`src/rtl/disp_scan_pkg.sv`:
```
package disp_scan_pkg;

    localparam int DEF_PRESCALE = 64;
    localparam int DEF_CHARS    = 8;
    localparam int DEF_CODE_W   = 6;
    localparam int DEF_SEG_W    = 17;

    // Reasons the outputs can be forced dark, gathered per cycle.
    typedef struct packed {
        logic off;    // shutdown or reset
        logic quiet;  // storing write in progress
        logic blank;  // inter-character gap
    } scan_ctl_t;

    typedef enum logic [1:0] {
        OUT_SHOW        = 2'd0,
        OUT_BLANK_SLOT  = 2'd1,
        OUT_QUIET_WRITE = 2'd2,
        OUT_OFF         = 2'd3
    } out_mode_e;

    function automatic out_mode_e pick_mode(input scan_ctl_t c);
        if (c.off)        return OUT_OFF;
        else if (c.quiet) return OUT_QUIET_WRITE;
        else if (c.blank) return OUT_BLANK_SLOT;
        else              return OUT_SHOW;
    endfunction

endpackage

```
`src/rtl/scan_prescaler.sv`:
```
module scan_prescaler #(
    parameter int PRESCALE    = 64,
    parameter int BLANK_TICKS = 1,
    localparam int PRE_W      = $clog2(PRESCALE)
) (
    input  logic clk,
    input  logic rst,
    input  logic clear,
    input  logic tick,
    output logic wrap,
    output logic blank
);
    logic [PRE_W-1:0] pre_cnt;
    logic             at_top;

    assign at_top = (pre_cnt == PRE_W'(PRESCALE - 1));
    assign wrap   = tick && at_top;
    assign blank  = (pre_cnt < PRE_W'(BLANK_TICKS));

    always_ff @(posedge clk) begin
        if (rst || clear)   pre_cnt <= '0;
        else if (tick) begin
            if (at_top)     pre_cnt <= '0;
            else            pre_cnt <= pre_cnt + 1'b1;
        end
    end

    // clearing forces the count back to zero
    assert_pre_clear_R7: assert property (@(posedge clk) disable iff (rst)
        clear |=> pre_cnt == '0);

    // no tick, no movement
    assert_pre_hold_R2: assert property (@(posedge clk) disable iff (rst || clear)
        !tick |=> $stable(pre_cnt));

endmodule

```
`src/rtl/scan_char_counter.sv`:
```
module scan_char_counter #(
    parameter int NUM_CHARS = 8,
    localparam int IDX_W    = $clog2(NUM_CHARS)
) (
    input  logic             clk,
    input  logic             rst,
    input  logic             clear,
    input  logic             step,
    output logic [IDX_W-1:0] idx
);
    logic last;
    assign last = (idx == IDX_W'(NUM_CHARS - 1));

    always_ff @(posedge clk) begin
        if (rst || clear)  idx <= '0;
        else if (step) begin
            if (last)      idx <= '0;
            else           idx <= idx + 1'b1;
        end
    end

    // index holds between prescaler wraps
    assert_char_hold_R2: assert property (@(posedge clk) disable iff (rst || clear)
        !step |=> $stable(idx));

    // last position wraps to the first
    assert_char_wrap_R8: assert property (@(posedge clk) disable iff (rst || clear)
        (step && idx == IDX_W'(NUM_CHARS - 1)) |=> idx == '0);

endmodule

```
`src/rtl/scan_out_stage.sv`:
```
module scan_out_stage
    import disp_scan_pkg::*;
#(
    parameter int NUM_CHARS = 8,
    parameter int SEG_W     = 17,
    localparam int IDX_W    = $clog2(NUM_CHARS)
) (
    input  logic                 clk,
    input  logic                 rst,
    input  out_mode_e            mode,
    input  logic [IDX_W-1:0]     idx,
    input  logic [SEG_W-1:0]     seg_in,
    output logic [NUM_CHARS-1:0] char_sel,
    output logic [SEG_W-1:0]     seg_out
);
    logic [NUM_CHARS-1:0] sel_dec;

    for (genvar g = 0; g < NUM_CHARS; g++) begin : g_dec
        assign sel_dec[g] = (idx == IDX_W'(g));
    end

    always_ff @(posedge clk) begin
        if (rst || mode != OUT_SHOW) begin
            char_sel <= '0;
            seg_out  <= '0;
        end else begin
            char_sel <= sel_dec;
            seg_out  <= seg_in;
        end
    end

    // never two characters lit at once
    assert_sel_onehot_R4: assert property (@(posedge clk) disable iff (rst)
        $onehot0(char_sel));

    // segments dark whenever select is dark
    assert_seg_dark_R5: assert property (@(posedge clk) disable iff (rst)
        (mode != OUT_SHOW) |=> seg_out == '0);

endmodule

```
`src/rtl/disp_scan_seq.sv`:
```
module disp_scan_seq
    import disp_scan_pkg::*;
#(
    parameter int PRESCALE    = DEF_PRESCALE,
    parameter int BLANK_TICKS = 1,
    parameter int NUM_CHARS   = DEF_CHARS,
    parameter int CODE_W      = DEF_CODE_W,
    parameter int SEG_W       = DEF_SEG_W,
    localparam int IDX_W      = $clog2(NUM_CHARS)
) (
    input  logic                 clk,
    input  logic                 rst,
    input  logic                 tick,
    input  logic                 shutdown,
    input  logic                 wr_busy,
    output logic [IDX_W-1:0]     mem_addr,
    input  logic [CODE_W-1:0]    mem_code,
    output logic [CODE_W-1:0]    font_code,
    input  logic [SEG_W-1:0]     font_seg,
    output logic [NUM_CHARS-1:0] char_sel,
    output logic [SEG_W-1:0]     seg_out
);
    logic       wrap;
    logic       blank;
    logic [IDX_W-1:0] idx;
    scan_ctl_t  ctl;
    out_mode_e  mode;

    scan_prescaler #(
        .PRESCALE    (PRESCALE),
        .BLANK_TICKS (BLANK_TICKS)
    ) u_pre (
        .clk   (clk),
        .rst   (rst),
        .clear (shutdown),
        .tick  (tick),
        .wrap  (wrap),
        .blank (blank)
    );

    scan_char_counter #(
        .NUM_CHARS (NUM_CHARS)
    ) u_cnt (
        .clk   (clk),
        .rst   (rst),
        .clear (shutdown),
        .step  (wrap),
        .idx   (idx)
    );

    assign ctl.off   = shutdown;
    assign ctl.quiet = wr_busy;
    assign ctl.blank = blank;
    assign mode      = pick_mode(ctl);

    assign mem_addr  = idx;
    assign font_code = mem_code;

    scan_out_stage #(
        .NUM_CHARS (NUM_CHARS),
        .SEG_W     (SEG_W)
    ) u_out (
        .clk      (clk),
        .rst      (rst),
        .mode     (mode),
        .idx      (idx),
        .seg_in   (font_seg),
        .char_sel (char_sel),
        .seg_out  (seg_out)
    );

    // a storing write darkens the next cycle
    assert_quiet_write_R6: assert property (@(posedge clk) disable iff (rst)
        wr_busy |=> (char_sel == '0 && seg_out == '0));

    // shutdown darkens and parks the address at zero
    assert_shutdown_dark_R7: assert property (@(posedge clk) disable iff (rst)
        shutdown |=> (char_sel == '0 && seg_out == '0 && mem_addr == '0));

    // slot-start gap darkens the select
    assert_gap_dark_R4: assert property (@(posedge clk) disable iff (rst)
        blank |=> char_sel == '0);

    // an undisturbed cycle lights exactly one character
    assert_one_lit_R3: assert property (@(posedge clk) disable iff (rst)
        (!shutdown && !wr_busy && !blank) |=> $countones(char_sel) == 1);

endmodule

```
`config.mk`:
```
export PLATFORM = sky130hd
export DESIGN_NAME = disp_scan_seq
export DESIGN_NICKNAME = d
export VERILOG_FILES = /design/src/rtl/disp_scan_pkg.sv /design/src/rtl/scan_prescaler.sv /design/src/rtl/scan_char_counter.sv /design/src/rtl/scan_out_stage.sv /design/src/rtl/disp_scan_seq.sv
export SDC_FILE = /design/constraint.sdc
export NUM_CORES = 1
export LEC_CHECK = 0
export BUFFER_PORTS_ARGS = -buffer_cell sky130_fd_sc_hd__buf_2
export CORE_ASPECT_RATIO = 1.4
export CORE_MARGIN = 2
export CORE_UTILIZATION = 44
export CTS_BUF_LIST = sky130_fd_sc_hd__clkbuf_8 sky130_fd_sc_hd__clkbuf_16
export DETAILED_ROUTE_END_ITERATION = 12
export PLACE_DENSITY = 0.83
export SLEW_MARGIN = 25
export SYNTH_ARGS = -nofsm -noshare
export SYNTH_HDL_FRONTEND = slang
export SYNTH_SLANG_ARGS = --single-unit
```
`constraint.sdc`:
```
create_clock -name clk -period 2.2 [get_ports clk]
set_clock_uncertainty 0.2 [all_clocks]
set_input_delay 0.11 -clock clk [delete_from_list [all_inputs] [get_ports clk]]
set_output_delay 0.11 -clock clk [all_outputs]
set_load 0.05 [all_outputs]
```
# Word level (Yosys, flattened, before mapping)
# Index checks and enable logic that the tools add are counted.
[op_classes]
add_sub_neg = 2
muxes = 5
n_eq_ne = 8
reduce_logical = 5
n_lt_le_gt_ge = 1
[op_table]
columns = ["cell", "n"]
rows = [
  ["equality test 3 bit (second input constant)", 4],
  ["adder 6 x 1 -> 6 bit (second input constant)", 1],
  ["equality test 3 x 2 -> 1 bit (second input constant)", 2],
  ["equality test 6 bit (second input constant)", 1],
  ["< comparator 6 x 1 -> 1 bit (second input constant)", 1],
  ["2-to-1 mux 6 bit", 1],
  ["2-to-1 mux 2 bit", 2],
  ["adder 3 x 1 -> 3 bit (second input constant)", 1],
  ["equality test 3 x 1 -> 1 bit (second input constant)", 1],
  ["logical NOT 3 bit", 1],
  ["2-to-1 mux 3 bit", 1],
  ["logical OR 1 bit", 2],
  ["nonzero test 2 bit", 1],
  ["logical AND 1 bit", 1],
  ["2-to-1 mux 1 bit", 1],
]
[word_totals]
regBits = 34

# Depth between registers and ports, before layout
# Gate-level depths: netlist (run 1).
[logic_depth]
word_depth = 6
mapped_depth = 5

# Modules after synthesis
# Synthesis (run 1) repeated with hierarchy kept, for this count alone.
[unflattened]
cells_unflattened = 112
area_unflattened_um2 = 1212.4
[modules_own_cells]
columns = ["mod", "cells_per_inst", "n_inst", "seq_area_each_um2", "area_each_um2"]
rows = [
  ["scan_out_stage", 57, 1, 500.5, 705.7],
  ["scan_prescaler", 33, 1, 120.1, 295.3],
  ["scan_char_counter", 13, 1, 60.1, 148.9],
  ["disp_scan_seq", 9, 1, 0.0, 62.6],
]

# Worst setup path before layout (run 1)
# Ideal clock, no wire load.
[synth_path]
path_kind = "reg2reg"
start = "reg u_cnt.idx[0]"
end = "reg u_cnt.idx[2]"
t_required_ps = 1913
slack_ps = 197
arrival_ps = 1716
setup_time_ps = 87
path_buffers = 0
stages_incl_launch_ff = 5
path_cell_list = "dfxtp_1 > ha_1 > ha_1 > or4_1 > o31ai_1"
[synth_via]
elab_chain_len = 2
elab_cells_between_ends = 3
[synth_lines]
columns = ["item", "line", "rtl"]
rows = [
  ["from (decl)", "scan_char_counter.sv:9", "output logic [IDX_W-1:0] idx"],
  ["from (signal assigned)", "scan_char_counter.sv:18", "else idx <= idx + 1'b1;"],
  ["adder 3 x 1 -> 3 bit / equality test 3 bit (equally long branches)", "scan_char_counter.sv:18, scan_char_counter.sv:12", ""],
  ["2-to-1 mux 3 bit (*)", "scan_char_counter.sv:17", "if (last) idx <= '0;"],
]
# Every way passes the cells marked *; elsewhere a longest branch is shown, timed or not.
# A chain may end at the register's enable or synchronous reset.

# Worst setup path in the final report (run 1)
[layout_path]
start = "reg u_pre.pre_cnt[0]"
end = "reg u_out.char_sel[1]"
[layout_via]
elab_chain_len = 6
[layout_lines]
columns = ["item", "line", "rtl"]
rows = [
  ["from (decl)", "scan_prescaler.sv:13", "logic [PRE_W-1:0] pre_cnt;"],
  ["from (signal assigned)", "scan_prescaler.sv:24", "else pre_cnt <= pre_cnt + 1'b1;"],
  ["< comparator 6 x 1 -> 1 bit", "scan_prescaler.sv:18", "assign blank = (pre_cnt < PRE_W'(BLANK_TICKS));"],
  ["2-to-1 mux 1 bit", "disp_scan_pkg.sv:25", "else if (c.blank) return OUT_BLANK_SLOT;"],
  ["2-to-1 mux 2 bit", "disp_scan_pkg.sv:24", "else if (c.quiet) return OUT_QUIET_WRITE;"],
  ["2-to-1 mux 2 bit", "disp_scan_pkg.sv:23", "if (c.off) return OUT_OFF;"],
  ["nonzero test 2 bit", "scan_out_stage.sv:23", "if (rst || mode != OUT_SHOW) begin"],
  ["logical OR 1 bit", "scan_out_stage.sv:23", ""],
  ["to (signal assigned)", "scan_out_stage.sv:27", "char_sel <= sel_dec;"],
  ["to (decl)", "scan_out_stage.sv:13", "output logic [NUM_CHARS-1:0] char_sel,"],
]
# No other way between the ends.

==> impl_summary.txt, run 1 <==
----------------------------------------------------
[STA]
  Least-Margin Pin Slew ... 690.6 ps
  Final Hold Slack ... 20.11 ps
  Share of the clock period used by the worst path ... 82.91%
  Number of hold violations in the final report ... 0
  Number of pins with negative max-slew slack in the final report ... 0
  RSZ-0062 raised after global routing ... no
  Fmax ... 548.2 MHz
  Count of endpoints failing setup in the final report ... 0
  Setup total negative slack ... 0 ps
  Final critical path time including I/O delays and setup ... 1824 ps
  Remaining max-slew budget at the tightest pin ... 53.81%

[CTS]
  Clock root buffer ... sky130_fd_sc_hd__clkbuf_8
  H-Tree Depth ... 2
  TritonCTS buffer count ... 5
  Post-cts repair resize count ... 0
  Clock buffer depth ... 2
  Clock-pin slew reported for the worst setup and hold paths after clock tree synthesis ... 60 ps
  TritonCTS sink count ... 34
  Skew-Pair Late Insertion Delay ... 280 ps
  CTS tree ... built

[Yosys]
  Flops & latches, synth ... 34
  Syn Nets ... 147
  Cell variety after synth ... 24
  Proportion of synthesized chip area in sequential cells ... 55.28%
  Portion of synthesized cell area occupied by the leading cell type ... 55.28%
  Cells after Synth ... 111
  Total number of yosys warnings ... 0
  Cell Area, Synth ... 0.001231 sq mm
  Post-synthesis average cell area ... 11.09 sq um
  Top cells by area in the synthesized netlist ... sky130_fd_sc_hd__dfxtp_1, sky130_fd_sc_hd__and2_1, sky130_fd_sc_hd__ha_1, sky130_fd_sc_hd__buf_4, sky130_fd_sc_hd__and3_1
  Leading area contributor after synthesis ... sky130_fd_sc_hd__dfxtp_1

[Drt]
  Number of antenna-violating nets in the routed design ... 0
  Initial DRC count ... 11
  DR pass1 iterations ... 4
  Final routed wirelength across all metal layers ... 2678 um
  Routed vias ... 1014
  Drt wl/cell ... 12.51 um
  Post-DR vias/cell ... 4.738
  Final routed DRC violation total ... 0

[Critical path]
  Launching element type of the critical path ... flip-flop
  CP max FO ... 25
  Slowest stage delay, CP ... 620 ps
  Crit-path cells ... inv_1 -> ha_1 -> a211oi_4 -> and3_1
  Data required time of the critical path ... 2220 ps
  Data arrival time of the critical path ... 1840 ps
  CP max stage cell ... sky130_fd_sc_hd__a211oi_4
  Type of the worst setup path ... flip-flop to flip-flop
  CP endpoint kind ... flip-flop

[Floorplanning]
  Die height ... 66.59 um
  Chip width ... 48.71 um
  Io pins ... 62
  Area of the die ... 0.003243 sq mm
  Area of the placeable core ... 0.002643 sq mm
  Std cell rows ... 22
  Initial standard-cell utilization of the core ... 46.59%

[Cells and area]
  Synthesis-to-layout area growth ... 41.46%
  Final antenna diode count ... 0
  Area of combinational cells with multiple inputs ... 469.2 sq um
  Share of final-layout standard cells stronger than drive strength 1 ... 33.71%
  Fill cell total of the finished layout ... 192
  Non-filler instance count after layout ... 214
  Sequential cell area ... 680.7 sq um
  Util after Layout ... 65.91%
  Final layout net count ... 213

[Global route]
  Pin count of the biggest net entering global routing ... 26
  Number of global-route vias before repair ... 976
  Overall overflow remaining after global route ... 0
  Antenna violations before repair ... 0
  Global-route wire length before repair ... 4464 um
  GR Util All Layers ... 18.66%

[Pwr]
  VDD IR max ... 0.0004074 V
  Leakage power total ... 0.8528 nW
  Total power per unit cell area ... 661.4 mW/mm^2

[Placed design]
  RePlAce Congestion ... 0.7660
  Final HPWL DP ... 1663 um
  Number of placed instances, taps included ... 188
  Count of buffers inserted at the top-level ports ... 49

[Flow run]
  Max-cap violation count ... 0

[Worst hold path]
  Path category of the worst min-delay check ... input port to primary output

[Outcome]
  Outcome ... complete, no violations

----------------------------------------------------
registers in the layout, indices dropped and copies added, names as in the netlist:
signal          cells
u_cnt.idx           3
u_out.char_sel      8
u_pre.pre_cnt       6
u_out.seg_out      17
final timing paths:
kind | slack [ps] | to | from | cells after the start
setup / recovery | 380 | u_out.char_sel[1] | u_pre.pre_cnt[0] | 4
hold reg to reg | 340 | u_out.char_sel[4] | u_cnt.idx[2] | 1
setup reg to reg | 380 | u_out.char_sel[1] | u_pre.pre_cnt[0] | 4
hold / removal | 20 | font_code[5] | mem_code[5] | 0
cells in the final DEF, fill, tap and decap left out, drive strengths merged:
master	count
buf	50
dfxtp	34
and2	19
dlygate4sd3	18
ha	8
inv	7
and3	6
clkbuf	6
nor2	4
nand2	3
xor2	3
or4	3
nor3	2
o31ai	2
o21ai	2
nand4	2
a211oi	2
or2	1
mux2i	1
xnor2	1
a21oi	1
nor4	1
or3	1
clkinv	1
cell usage after synthesis:
cell	instances
sky130_fd_sc_hd__dfxtp_1	34
sky130_fd_sc_hd__and2_1	19
sky130_fd_sc_hd__ha_1	8
sky130_fd_sc_hd__and3_1	6
sky130_fd_sc_hd__buf_4	6
sky130_fd_sc_hd__inv_1	6
sky130_fd_sc_hd__nor2_1	4
sky130_fd_sc_hd__nand2_1	3
sky130_fd_sc_hd__or4_1	3
sky130_fd_sc_hd__xor2_1	3
sky130_fd_sc_hd__a211oi_2	2
sky130_fd_sc_hd__buf_2	2
sky130_fd_sc_hd__nor3_1	2
sky130_fd_sc_hd__o21ai_0	2
sky130_fd_sc_hd__o31ai_1	2
sky130_fd_sc_hd__a21oi_1	1
sky130_fd_sc_hd__buf_6	1
sky130_fd_sc_hd__mux2i_1	1
sky130_fd_sc_hd__nand4_1	1
sky130_fd_sc_hd__nand4_4	1
sky130_fd_sc_hd__nor4_1	1
sky130_fd_sc_hd__or2_1	1
sky130_fd_sc_hd__or3_1	1
sky130_fd_sc_hd__xnor2_1	1
layer usage:
metal / track usage (%) / routed length, um / part of all wire, %
met2: 34.08 / 1404 / 52
met5: 0 / 0 / 0
met1: 16.62 / 985 / 37
met4: 11.79 / 49 / 1.8
met3: 8.296 / 239 / 8.9
what timing repair did:
action | in CTS | in global routing
hold buffers | 18 | 0
setup buffers | 0 | 0
endpoints found under the setup margin | 0 | 0
endpoints found under the hold margin | 19 | 0
layout make-up:
class                      instances  area share (%)
sequential                        34           39.08
multi-input combinational         62           26.94
timing repair buffer              68           24.86
clock buffer                       6           4.741
tap                               36           2.586
inverter                           6           1.293
clock inverter                     2          0.5029
cell families after synthesis:
| logic type | after synthesis | share of synthesized area (%) |
|---|---|---|
| adders and majority gates | 8 | 8.130 |
| muxes | 1 | 0.8130 |
| DFF | 34 | 55.28 |
| and+or+nand+nor | 42 | 21.24 |
| buffers and inverters | 15 | 7.215 |
| AOI/OAI and AO/OA | 7 | 4.471 |
| xor gates and xnor gates | 4 | 2.846 |
worst max-delay path: cells and delay by family, from the launching register on:
| family | cells | cell delay, ps |
|---|---|---|
| AOI/OAI and AO/OA | 1 | 620 |
| DFF | 1 | 390 |
| and+or+nand+nor | 1 | 260 |
| adders and majority gates | 1 | 230 |
| buffers and inverters | 1 | 70 |
stage by stage:
stage / cell area (sq um) / setup WS (ps) / power [mW]
after detailed placement: 1463 / 155.5 / 0.6811
after global routing: 1742 / 209.3 / 1.199
after global placement: 1463 / 269.1 / 0.6795
final: 1742 / 376.0 / 1.152
after floorplan: 1231 / 197.1 / 0.6876
after CTS: 1734 / 123.7 / 1.164
report_power, final:
group          internal [mW]  switching, mW  total (mW)  leakage (nW)
registers              0.619        0.00214       0.622         0.274
clock network          0.247          0.209       0.456        0.0524
logic                 0.0427         0.0311      0.0738         0.526
total                  0.910          0.242        1.15         0.853
Power figures use the tool's default switching activity.
==> run 2: changes to the inputs <==
--- a/config.mk
+++ b/config.mk
@@ -8,10 +8,10 @@
 export BUFFER_PORTS_ARGS = -buffer_cell sky130_fd_sc_hd__buf_2
 export CORE_ASPECT_RATIO = 1.4
 export CORE_MARGIN = 2
-export CORE_UTILIZATION = 44
+export CORE_UTILIZATION = 40
 export CTS_BUF_LIST = sky130_fd_sc_hd__clkbuf_8 sky130_fd_sc_hd__clkbuf_16
 export DETAILED_ROUTE_END_ITERATION = 12
-export PLACE_DENSITY = 0.83
+export PLACE_DENSITY = 0.79
 export SLEW_MARGIN = 25
 export SYNTH_ARGS = -nofsm -noshare
 export SYNTH_HDL_FRONTEND = slang
==> constraint.sdc (replaced) <==
create_clock -name clk -period 1.6 [get_ports clk]
set_clock_uncertainty 0.2 [all_clocks]
set_input_delay 0.08 -clock clk [delete_from_list [all_inputs] [get_ports clk]]
set_output_delay 0.08 -clock clk [all_outputs]
set_load 0.05 [all_outputs]
==> impl_summary.txt, run 2 (synthesis results as in run 1) <==
----------------------------------------------------
[Drt]
  Routed vias ... 1095
  Number of antenna-violating nets in the routed design ... 0
  Post-DR vias/cell ... 4.660
  Final routed wirelength across all metal layers ... 3249 um
  Initial DRC count ... 12
  DR pass1 iterations ... 4
  Final routed DRC violation total ... 0
  Drt wl/cell ... 13.83 um

[Placed design]
  Final HPWL DP ... 1784 um
  RePlAce Congestion ... 0.8131
  Number of placed instances, taps included ... 195
  Count of buffers inserted at the top-level ports ... 49

[Outcome]
  Outcome ... complete, no violations

[Critical path]
  Data required time of the critical path ... 1580 ps
  Type of the worst setup path ... flip-flop to flip-flop
  Cell depth of the worst setup path ... 4
  Crit path from ... u_cnt.idx[0]
  CP max stage cell ... sky130_fd_sc_hd__or4_1
  CP endpoint kind ... flip-flop
  Internal reg-to-reg setup slack ... 10 ps
  Worst r2r dst ... u_cnt.idx[2]
  Source of the worst register-to-register timing path ... u_cnt.idx[0]
  Slowest stage delay, CP ... 390 ps
  Count of buffering cells on the critical path with inverters included ... 0
  Largest delay contributor family on the critical path ... adder cells
  CP max FO ... 6
  Register-to-Register Path Depth ... 4
  Data arrival time of the critical path ... 1570 ps
  Launching element type of the critical path ... flip-flop
  Crit-path cells ... ha_4 -> ha_1 -> or4_1 -> o31ai_1

[STA]
  Least-Margin Pin Slew ... 509.5 ps
  Setup total negative slack ... 0 ps
  Remaining max-slew budget at the tightest pin ... 65.92%
  Number of hold violations in the final report ... 0
  Number of pins with negative max-slew slack in the final report ... 0
  Count of endpoints failing setup in the final report ... 0
  Final critical path time including I/O delays and setup ... 1585 ps
  Fmax ... 630.8 MHz
  Share of the clock period used by the worst path ... 99.07%
  RSZ-0062 raised after global routing ... yes

[Cells and area]
  Non-filler instance count after layout ... 235
  Final antenna diode count ... 0
  Share of final-layout standard cells stronger than drive strength 1 ... 46.46%
  Most frequent cells in the layout ... sky130_fd_sc_hd__buf_2, sky130_fd_sc_hd__dfxtp_1, sky130_fd_sc_hd__dlygate4sd3_1, sky130_fd_sc_hd__and2_1, sky130_fd_sc_hd__buf_4
  Most flops, register ... u_out.seg_out
  Final layout net count ... 233
  Most frequent standard cell in the layout excluding fill and tap cells ... sky130_fd_sc_hd__buf_2
  Synthesis-to-layout area growth ... 64.94%
  Number of flip-flops under the largest register name ... 17
  Registers with the highest flip-flop counts ... u_out.seg_out (17), u_out.char_sel (8), u_pre.pre_cnt (6)

[CTS]
  Skew-Pair Late Insertion Delay ... 280 ps
  Clock buffer depth ... 2
  TritonCTS sink count ... 34
  TritonCTS buffer count ... 5
  H-Tree Depth ... 2
  CTS tree ... built
  Clock-pin slew reported for the worst setup and hold paths after clock tree synthesis ... 70 ps
  Clock root buffer ... sky130_fd_sc_hd__clkbuf_8

[Floorplanning]
  Area of the die ... 0.003544 sq mm
  Chip width ... 50.89 um
  Std cell rows ... 23
  Die height ... 69.65 um
  Io pins ... 62
  Initial standard-cell utilization of the core ... 42.36%
  Area of the placeable core ... 0.002907 sq mm

[Global route]
  Pin count of the biggest net entering global routing ... 14
  GR Util All Layers ... 18.70%
  Number of global-route vias before repair ... 1040
  Antenna violations before repair ... 0
  Global-route wire length before repair ... 4926 um
  Overall overflow remaining after global route ... 0

[Worst hold path]
  Worst Hold Endpoint ... u_out.seg_out[8]
  Hold Path Origin ... wr_busy
  Worst hold stages ... 4
  Path category of the worst min-delay check ... input port to flip-flop

[Pwr]
  Relative contribution of sequential cells to total power ... 51.9%
  Leakage power total ... 0.9578 nW
  Overall power after layout ... 1.637 mW
  Switching portion of total power ... 22.92%
  Int Pwr ... 1.262 mW
  VDD IR max ... 0.0006803 V
  Share of power burned in combinational logic ... 9.6%
  Switch Pwr ... 0.3752 mW
  Fraction of power consumed by the clock network ... 38.6%
  Total power per unit cell area ... 806.1 mW/mm^2

[Flow run]
  Max-cap violation count ... 0

----------------------------------------------------
-- run 2: routing by layer --
| layer | vias to the layer above | wire [um] | track usage [%] |
|---|---|---|---|
| met5 | - | 0 | 0 |
| met4 | 0 | 66 | 9.309 |
| met3 | 7 | 251 | 5.172 |
| met2 | 54 | 1666 | 32.75 |
| met1 | 505 | 1265 | 19.95 |
| li1 | 529 | - | - |
-- run 2: worst max-delay path by stage --
stage / end / slack [ps]
3_3_place_gp: u_out.char_sel[5] / -250
4_1_cts: u_out.char_sel[1] / -0.9
5_1_grt: u_cnt.idx[2] / -20
3_5_place_dp: u_out.char_sel[1] / -330
6_report: u_cnt.idx[2] / 10
2_1_floorplan: u_cnt.idx[1] / -30
-- run 2: worst min-delay path, stage by stage --
cell,delay (ps)
sky130_fd_sc_hd__buf_2,160
sky130_fd_sc_hd__a211oi_4,40
sky130_fd_sc_hd__buf_4,160
sky130_fd_sc_hd__and2_1,150
-- run 2: cell type report --
type	count	area, sq um
inverters	6	27.53
multi-input cells	63	566.8
flip-flops and latches	34	698.2
clock buffers	6	82.58
clock inverters	2	8.758
well taps	37	46.29
repair buffers	87	600.6
fillers	210	875.8
-- run 2: stage by stage --
step                      hold WS (ps)  cell area (sq um)  utilization, %  setup WS [ps]
after detailed placement        -39.66               1550           53.34         -330.7
after CTS                        31.80               1952           67.15        -0.8797
after floorplan                  1.706               1272               -         -28.31
final                            165.0               2031           69.87          14.83
after global placement          -39.66               1550           53.34         -252.4
after global routing             166.4               2031           69.87         -23.24
-- run 2: power groups by stage --
stage / clock, mW / combinational [mW] / sequential [mW]
2_1_floorplan: 0 / 0.0586 / 0.882
3_3_place_gp: 0 / 0.0660 / 0.867
3_5_place_dp: 0 / 0.0666 / 0.867
4_1_cts: 0.646 / 0.152 / 0.849
5_1_grt: 0.683 / 0.165 / 0.849
6_report: 0.631 / 0.157 / 0.849
-- run 2: what timing repair did --
| action | in CTS | in global routing |
|---|---|---|
| pin swaps | 3 | 10 |
| hold buffers | 24 | 0 |
| cloned | 1 | 0 |
| buffers inserted | 1 | 6 |
| resized for setup | 10 | 10 |
| hold endpoints to repair | 25 | 0 |
| endpoints found under the setup margin | 28 | 29 |
